`config.mk`:
```
export PLATFORM = sky130hd
export DESIGN_NAME = opcode_rewriter
export DESIGN_NICKNAME = d
export VERILOG_FILES = /design/src/rtl/opcode_rewriter.sv
export SDC_FILE = /design/constraint.sdc
export NUM_CORES = 1
export LEC_CHECK = 0
export CORE_MARGIN = 4
export CORE_UTILIZATION = 30
export CTS_CLUSTER_SIZE = 28
export DETAILED_ROUTE_END_ITERATION = 12
export PLACE_DENSITY = 0.66
export SYNTH_ARGS = -nofsm -noshare
export SYNTH_HDL_FRONTEND = slang
export SYNTH_SLANG_ARGS = --single-unit
```
`constraint.sdc`:
```
create_clock -name clk -period 2.7 [get_ports clk]
set_clock_uncertainty 0.05 [all_clocks]
set_input_delay 0.405 -clock clk [delete_from_list [all_inputs] [get_ports clk]]
set_output_delay 0.405 -clock clk [all_outputs]
set_load 0.01 [all_outputs]
```
`src/rtl/opcode_rewriter.sv`:
```
module opcode_rewriter #(
  parameter bit TAKE_BUS = 1'b1
) (
  input  logic        clk,
  input  logic        rst_n,
  input  logic [1:0]  mode_sel,
  input  logic [7:0]  mem_din,
  output logic [7:0]  cpu_dout,
  input  logic [23:0] cpu_addr,
  input  logic        cpu_vpa,
  input  logic        cpu_vda,
  input  logic        cpu_rwb,
  input  logic        cpu_rdy,
  output logic        be_out,
  output logic        sig_valid,
  output logic [7:0]  sig_byte,
  output logic        trig_valid,
  output logic        lptr_valid,
  output logic [23:0] lptr_ptr,
  output logic [23:0] lptr_addr,
  output logic [7:0]  lptr_data
);
  localparam logic [1:0] M_SIG  = 2'd1;
  localparam logic [1:0] M_TRIG = 2'd2;
  localparam logic [1:0] M_LONG = 2'd3;
  localparam logic [7:0] OP_COP = 8'h02;
  localparam logic [7:0] OP_STP = 8'hDB;
  localparam logic [7:0] OP_WAI = 8'hCB;

  typedef enum logic [2:0] {S_IDLE, S_SIG, S_HWAIT, S_HELD, S_PRE, S_PTR} st_t;

  st_t         st;
  logic [1:0]  pcnt;
  logic [23:0] ptr;
  logic [7:0]  rw;

  wire fetch   = cpu_vpa & cpu_vda & cpu_rwb;
  wire dread   = cpu_vda & ~cpu_vpa & cpu_rwb;
  wire operand = cpu_vpa & ~cpu_vda & cpu_rwb;
  wire hit_a   = (mode_sel == M_SIG)  && (mem_din == OP_COP);
  wire hit_b   = (mode_sel == M_TRIG) && (mem_din == OP_STP);
  wire hit_c   = (mode_sel == M_LONG) && (mem_din == OP_STP || mem_din == OP_WAI);

  always_comb begin
    rw = mem_din;
    if (fetch) begin
      if (hit_a) rw[6] = 1'b1;
      if (hit_b) rw[4] = 1'b0;
      if (hit_c) begin
        rw[2] = 1'b1;
        rw[3] = 1'b0;
      end
    end
  end
  assign cpu_dout = rw;

  always_ff @(posedge clk) begin
    if (!rst_n) begin
      st         <= S_IDLE;
      pcnt       <= 2'd0;
      ptr        <= '0;
      be_out     <= 1'b1;
      sig_valid  <= 1'b0;
      sig_byte   <= '0;
      trig_valid <= 1'b0;
      lptr_valid <= 1'b0;
      lptr_ptr   <= '0;
      lptr_addr  <= '0;
      lptr_data  <= '0;
    end else begin
      sig_valid  <= 1'b0;
      trig_valid <= 1'b0;
      lptr_valid <= 1'b0;
      if (st == S_HELD) begin
        if (cpu_rdy) begin
          be_out <= 1'b1;
          st     <= S_IDLE;
        end
      end else if (fetch) begin
        if (hit_a) st <= S_SIG;
        else if (hit_b) begin
          trig_valid <= 1'b1;
          st         <= S_HWAIT;
        end else if (hit_c) begin
          pcnt <= 2'd0;
          st   <= S_PRE;
        end else st <= S_IDLE;
      end else begin
        case (st)
          S_SIG: begin
            if (operand) begin
              sig_byte  <= mem_din;
              sig_valid <= 1'b1;
            end
            st <= S_IDLE;
          end
          S_HWAIT: begin
            if (!cpu_rdy) begin
              if (TAKE_BUS) begin
                be_out <= 1'b0;
                st     <= S_HELD;
              end else st <= S_IDLE;
            end
          end
          S_PRE: begin
            if (dread) begin
              ptr[7:0] <= mem_din;
              pcnt     <= 2'd1;
              st       <= S_PTR;
            end else if (cpu_vda || !cpu_rwb) st <= S_IDLE;
          end
          S_PTR: begin
            if (dread) begin
              pcnt <= pcnt + 2'd1;
              case (pcnt)
                2'd1: ptr[15:8]  <= mem_din;
                2'd2: ptr[23:16] <= mem_din;
                default: begin
                  lptr_ptr   <= ptr;
                  lptr_addr  <= cpu_addr;
                  lptr_data  <= mem_din;
                  lptr_valid <= 1'b1;
                  st         <= S_IDLE;
                end
              endcase
            end else st <= S_IDLE;
          end
          default: st <= S_IDLE;
        endcase
      end
    end
  end
endmodule

```
---- After elaboration in Yosys (flattened, before gate mapping) ----
Index checks and enable logic that the tools add are counted.
storage, ports and cells
  output and inout port bits .............. 76
  input bits .............................. 40
  register bits after elaboration ......... 97
  word-level logic and storage cells ...... 105
  RAM bits ................................ 0
  ROM bits ................................ 0
  latch bits .............................. 0
  memories ................................ 0
operators by class
  reductions and logical operators ........ 20
  $add $sub $neg .......................... 1
  multiply operators ...................... 0
  eq/ne operators ......................... 24
  order comparisons ....................... 0
  shifts and indexed selects .............. 0
  multiplexer cells ....................... 32
  bitwise gates (word level) .............. 15
  div/mod/pow operators ................... 0
operators with widths
  operator              count
  $mux W3               12
  $eq A8 B8 Y1 const B  2
  $reduce_and A4 Y1     4
  $reduce_and A5 Y1     3
  $mux W2               7
  $mux W1               11
  $ne A5 B5 Y1 const B  2
  $not A1 Y1            9
  $pmux W3 S3           1
  $eq A8 B2 Y1 const B  1
  $reduce_or A4 Y1      2
  $reduce_and A7 Y1     1
  $and A1 B1 Y1         6
  $eq A2 B2 Y1 const B  3
  $eq A3 B2 Y1 const B  2
  $eq A3 B3 Y1 const B  2
  $ne A2 B1 Y1 const B  3
  $ne A2 B2 Y1 const B  3
  $ne A3 B3 Y1 const B  2
  $reduce_or A5 Y1      1
  $eq A2 B1 Y1 const B  2
  $ne A4 B4 Y1 const B  1
  $pmux W2 S2           1
  $eq A3 B1 Y1 const B  1
  other kinds (7)       10

---- Depth between registers and ports, before layout ----
  depth in word-level cells ............... 8
  mapped depth ............................ 8
  gate-level depth less buffers ........... 6

---- Worst setup path after synthesis ----
No wires, ideal clock.
  path type ............................... reg-to-reg
  start point ............................. reg pcnt[0]
  end point ............................... reg st[0]
  period minus slack after synthesis ...... 1.759 ns
  data arrival time ....................... 1.642 ns
  library setup time ...................... 0.067 ns
  slack ................................... 0.941 ns
  data required time ...................... 2.583 ns
  path buffers ............................ 0
  stages on the path, launching flop included .. 7
  cell sequence ........................... dfxtp_1 > inv_1 > ha_1 > nor3_1 > a2111o_1 > a311o_1 > a21oi_2
between the ends
  longest elaborated chain between the ends .. 4
  elaborated cells on any way between the ends .. 5
  those cells by class .................... eq/ne: 3; reduce/logical: 2
ends and longest elaborated chain
  item                                          line  text
  start, declared                               33    logic [1:0] pcnt;
  start signal, assigned                        114   pcnt <= pcnt + 2'd1;
  $eq A2 B2 Y1 or $eq A2 B1 Y1 (tied branches)  115   case (pcnt)
  $reduce_or A2 Y1 (no source line) *           n/a
  $ne A5 B5 Y1 (no source line) *               n/a
  $reduce_and A4 Y1 (no source line) *          n/a
  end signal, assigned                          123   st <= S_IDLE;
  end signal, assigned                          126   end else st <= S_IDLE;
  end signal, assigned                          128   default: st <= S_IDLE;
  end, declared                                 32    st_t st;
Every way passes the cells marked *; elsewhere a longest branch is shown, timed or not.
A chain may end at the register's enable or synchronous reset.

---- Final worst setup path ----
  start point ............................. in cpu_rwb
  end point ............................... out cpu_dout[3]
between the ends
  longest elaborated chain between the ends .. 2
ends and longest elaborated chain
  item             line  text
  start, declared  12    input logic cpu_rwb,
  $and A1 B1 Y1    37    wire fetch = cpu_vpa & cpu_vda & cpu_rwb;
  $mux W3          46    if (fetch) begin
  end, declared    8     output logic [7:0] cpu_dout,
Every way passes these cells.

==> reports/qor.csv <==
stage,metric,value,unit
timing,RSZ-0062 raised after global routing,false,
synth,"FFs w/ async S/R, synth",0,%
synth,Post-Syn Area per Cell,8.283,sq um
synth,number of synthesized register bits,97,
pwr,pwr dens,545.2,nW/um^2
critical_path,Worst R2R End,st[0],
critical_path,R2R cell count,6,
synth,top-area cell type share of the netlist area,52.68,%
cts,CTS tree,done,
synth,most frequent cell after synthesis,nand2_1,
drt,post-route ant nets,0,
cts,Worst-Skew Late Latency,0.34,ns
timing,Final Hold Fails,0,
global_route,GRT Max-Usage Layer,met2,
floorplan,starting density of the core,30.69,%
global_route,vias in the first global route,3326,
placed_design,Placed Instances,692,
critical_path,Reg-to-Reg Start,pcnt[0],
timing,worst-margin pin slew,0.7789,ns
hold_path,Hold Path Class,flop to flop,
drt,vias per cell,4.725,
synth,Yosys warning total,0,
floorplan,core box area,12010,sq um
floorplan,Die Ht,118.8,um
synth,number of flops mapped to enable cells by yosys,0,
hold_path,hold path start,lptr_addr[19],
timing,fin crit share,94.50,%
hold_path,hold path endpoint,lptr_addr[19],
synth,top_reg_cell synth,dfxtp_1,
critical_path,ordered cell list for the critical path,clkdlybuf4s50_1 > and3_1 > nand4_1 > and2_1 > clkdlybuf4s50_1,
cells_and_area,Inserted Diodes,0,
drt,WL final,10.44,mm
timing,setup TNS,0,ns
global_route,global routing usage on met2,23.80,%
cts,"Reg clk slew, reported paths",0.06,ns
global_route,initial antenna violation count,0,
timing,Max Fclk,0.3919,GHz
critical_path,CP Max Fanout,5,
synth,Unique masters post-synth,38,
global_route,Congestion Overflow GR,0,
floorplan,full die area,14120,sq um
pwr,VDD IR-drop max,0.2442,mV
synth,commonest cells in the synthesized netlist,"nand2_1 (135), dfxtp_1 (97), a21oi_1 (75), nor2_1 (24)",
global_route,met3 Resource Use GR,4.179,%
cts,total CTS buffers,9,
cts,clk sink count,97,
floorplan,num rows,40,
cells_and_area,fin cells,708,
critical_path,"most used cell, CP",clkdlybuf4s50_1,
critical_path,Startpoint Class,input port,
timing,# setup viols final,0,
synth,Synth Net Count,488,
placed_design,GP Congestion,0.8589,
synth,main area contributors after synthesis,"dfxtp_1 (53%), nand2_1 (14%), a21oi_1 (10%)",
hold_path,hold path cells,2,
critical_path,Worst Path Arrival,2.10,ns
drt,wire per inst,14.74,um
cells_and_area,Reg area,1942,sq um
global_route,global-route wire length before repair,16.83,mm
cells_and_area,footprint of the multi-input gates,1544,sq um
synth,Mapped Cells,445,
floorplan,die width,118.8,um
critical_path,"slowest stage delay, CP",0.53,ns
cells_and_area,proportion of layout cells with a drive suffix above 1,8.200,%
synth,register area share after synthesis,52.68,%
placed_design,Placed Area,5010,sq um
placed_design,Buffers on Ports,115,
status,status,finished clean,
critical_path,CP endpoint kind,output port,
global_route,largest net degree at the start of global routing,44,
pwr,Pleak,0.001916,uW
drt,Initial DRT Pass Iterations,4,
global_route,GR Util met1,18.53,%
critical_path,slowest cell on the critical path,clkdlybuf4s50_1,
drt,vias,3345,
critical_path,Crit Path Class,input port to output port,
drt,initial DRC count,118,
cts,setup repair bufs after CTS,0,
flow_run,# Max-Cap Violations,0,
timing,Worst slew margin,47.99,%
critical_path,Critical Path RT,2.25,ns
cells_and_area,area grow syn2layout,44.57,%
floorplan,Ports,116,
cells_and_area,nets@finish,599,
cts,root buffer selected by CTS,clkbuf_16,
synth,Yosys top cell by area,dfxtp_1,
global_route,Global Route Usage Sum,14.97,%
critical_path,R2R setup slack,0.78,ns
timing,Period minus WS final,2.552,ns
synth,Mapped Area,3686,sq um
cells_and_area,post-route cell area,5329,sq um
cells_and_area,# fillers,1210,
cts,Clock Path Buffers,2,
cts,CTS H-tree depth,3,
placed_design,DPL Wire Length,7.490,mm
timing,pins over their slew limit,0,
drt,Residual DRC,0,
[routing by layer]
layer / wire length (um) / up-vias / part of all wire [%]
met2: 4992 / 72 / 48
met3: 522 / 17 / 5.0
met5: 0 / - / 0
li1: - / 1688 / -
met1: 4615 / 1568 / 44
met4: 307 / 0 / 2.9
[cell type report]
class	count	share of cell area, %
inverters	5	0.3522
multi-input cells	308	28.97
flip-flops and latches	97	36.44
clock buffers	11	4.743
repair buffers	135	24.89
clock inverters	5	1.151
well taps	147	3.452
[stage by stage]
| step | utilization (%) | setup slack [ns] | hold WS (ns) | total power [uW] |
|---|---|---|---|---|
| 5_1_grt | 44.36 | 0.06804 | 0.4237 | 3011 |
| 3_3_place_gp | 41.71 | 0.1237 | 0.3911 | 1608 |
| 3_5_place_dp | 41.71 | 0.1172 | 0.3957 | 1610 |
| 4_1_cts | 44.32 | 0.1068 | 0.4048 | 2941 |
| 6_report | 44.36 | 0.1484 | 0.4024 | 2906 |
| 2_1_floorplan | - | 0.9409 | 0.3815 | 1507 |
[cells in the final DEF, fill, tap and decap left out, types with 9 or more instances in the layout]
cell,count
mux2i_1,18
dfxtp_1,97
a21oi_1,75
nand2_1,134
nor2_1,24
nand3_1,18
clkbuf_16,9
buf_4,18
clkdlybuf4s50_1,115
[repair_timing]
item	in CTS	in global routing
gates resized for setup	0	1
hold buffers	0	0
endpoints found under the setup margin	0	1
[worst max-delay path by stage]
stage | slack (ns) | end | cells past startpoint | startpoint
detailed placement | 0.12 | cpu_dout[3] | 6 | mem_din[1]
floorplan | 0.94 | st[0] | 6 | pcnt[0]
global placement | 0.12 | cpu_dout[3] | 6 | mem_din[1]
CTS | 0.11 | cpu_dout[3] | 6 | mem_din[1]
global route | 0.07 | cpu_dout[3] | 5 | mem_din[6]
finish | 0.15 | cpu_dout[3] | 5 | cpu_rwb
[power breakdown]
part	internal, uW	total [uW]	switching [uW]	leakage [uW]
clock network	775	1330	553	0.000157
registers	1430	1430	0.0240	0.000781
logic	80.8	147	66.3	0.000979
total	2290	2910	619	0.00192
[worst max-delay path, delay by kind of cell]
family,cells,cell delay (ns)
buf+inv,2,1.01
simple gates,3,0.69
[logic make-up after synthesis]
| kind of cell | share of synthesized area, % |
|---|---|
| adders and majority gates | 1.018 |
| buffers and inverters | 5.668 |
| muxes | 4.888 |
| DFF | 52.68 |
| AOI/OAI and AO/OA | 11.91 |
| and+or+nand+nor | 23.83 |
[flip-flops by register name (all words and copies together) (netlist names)]
signal / count
trig_valid: 1
lptr_ptr: 24
lptr_addr: 24
sig_byte: 8
be_out: 1
sig_valid: 1
lptr_valid: 1
st: 3
pcnt: 2
lptr_data: 8
ptr: 24
(Power assumes the default switching activity.)
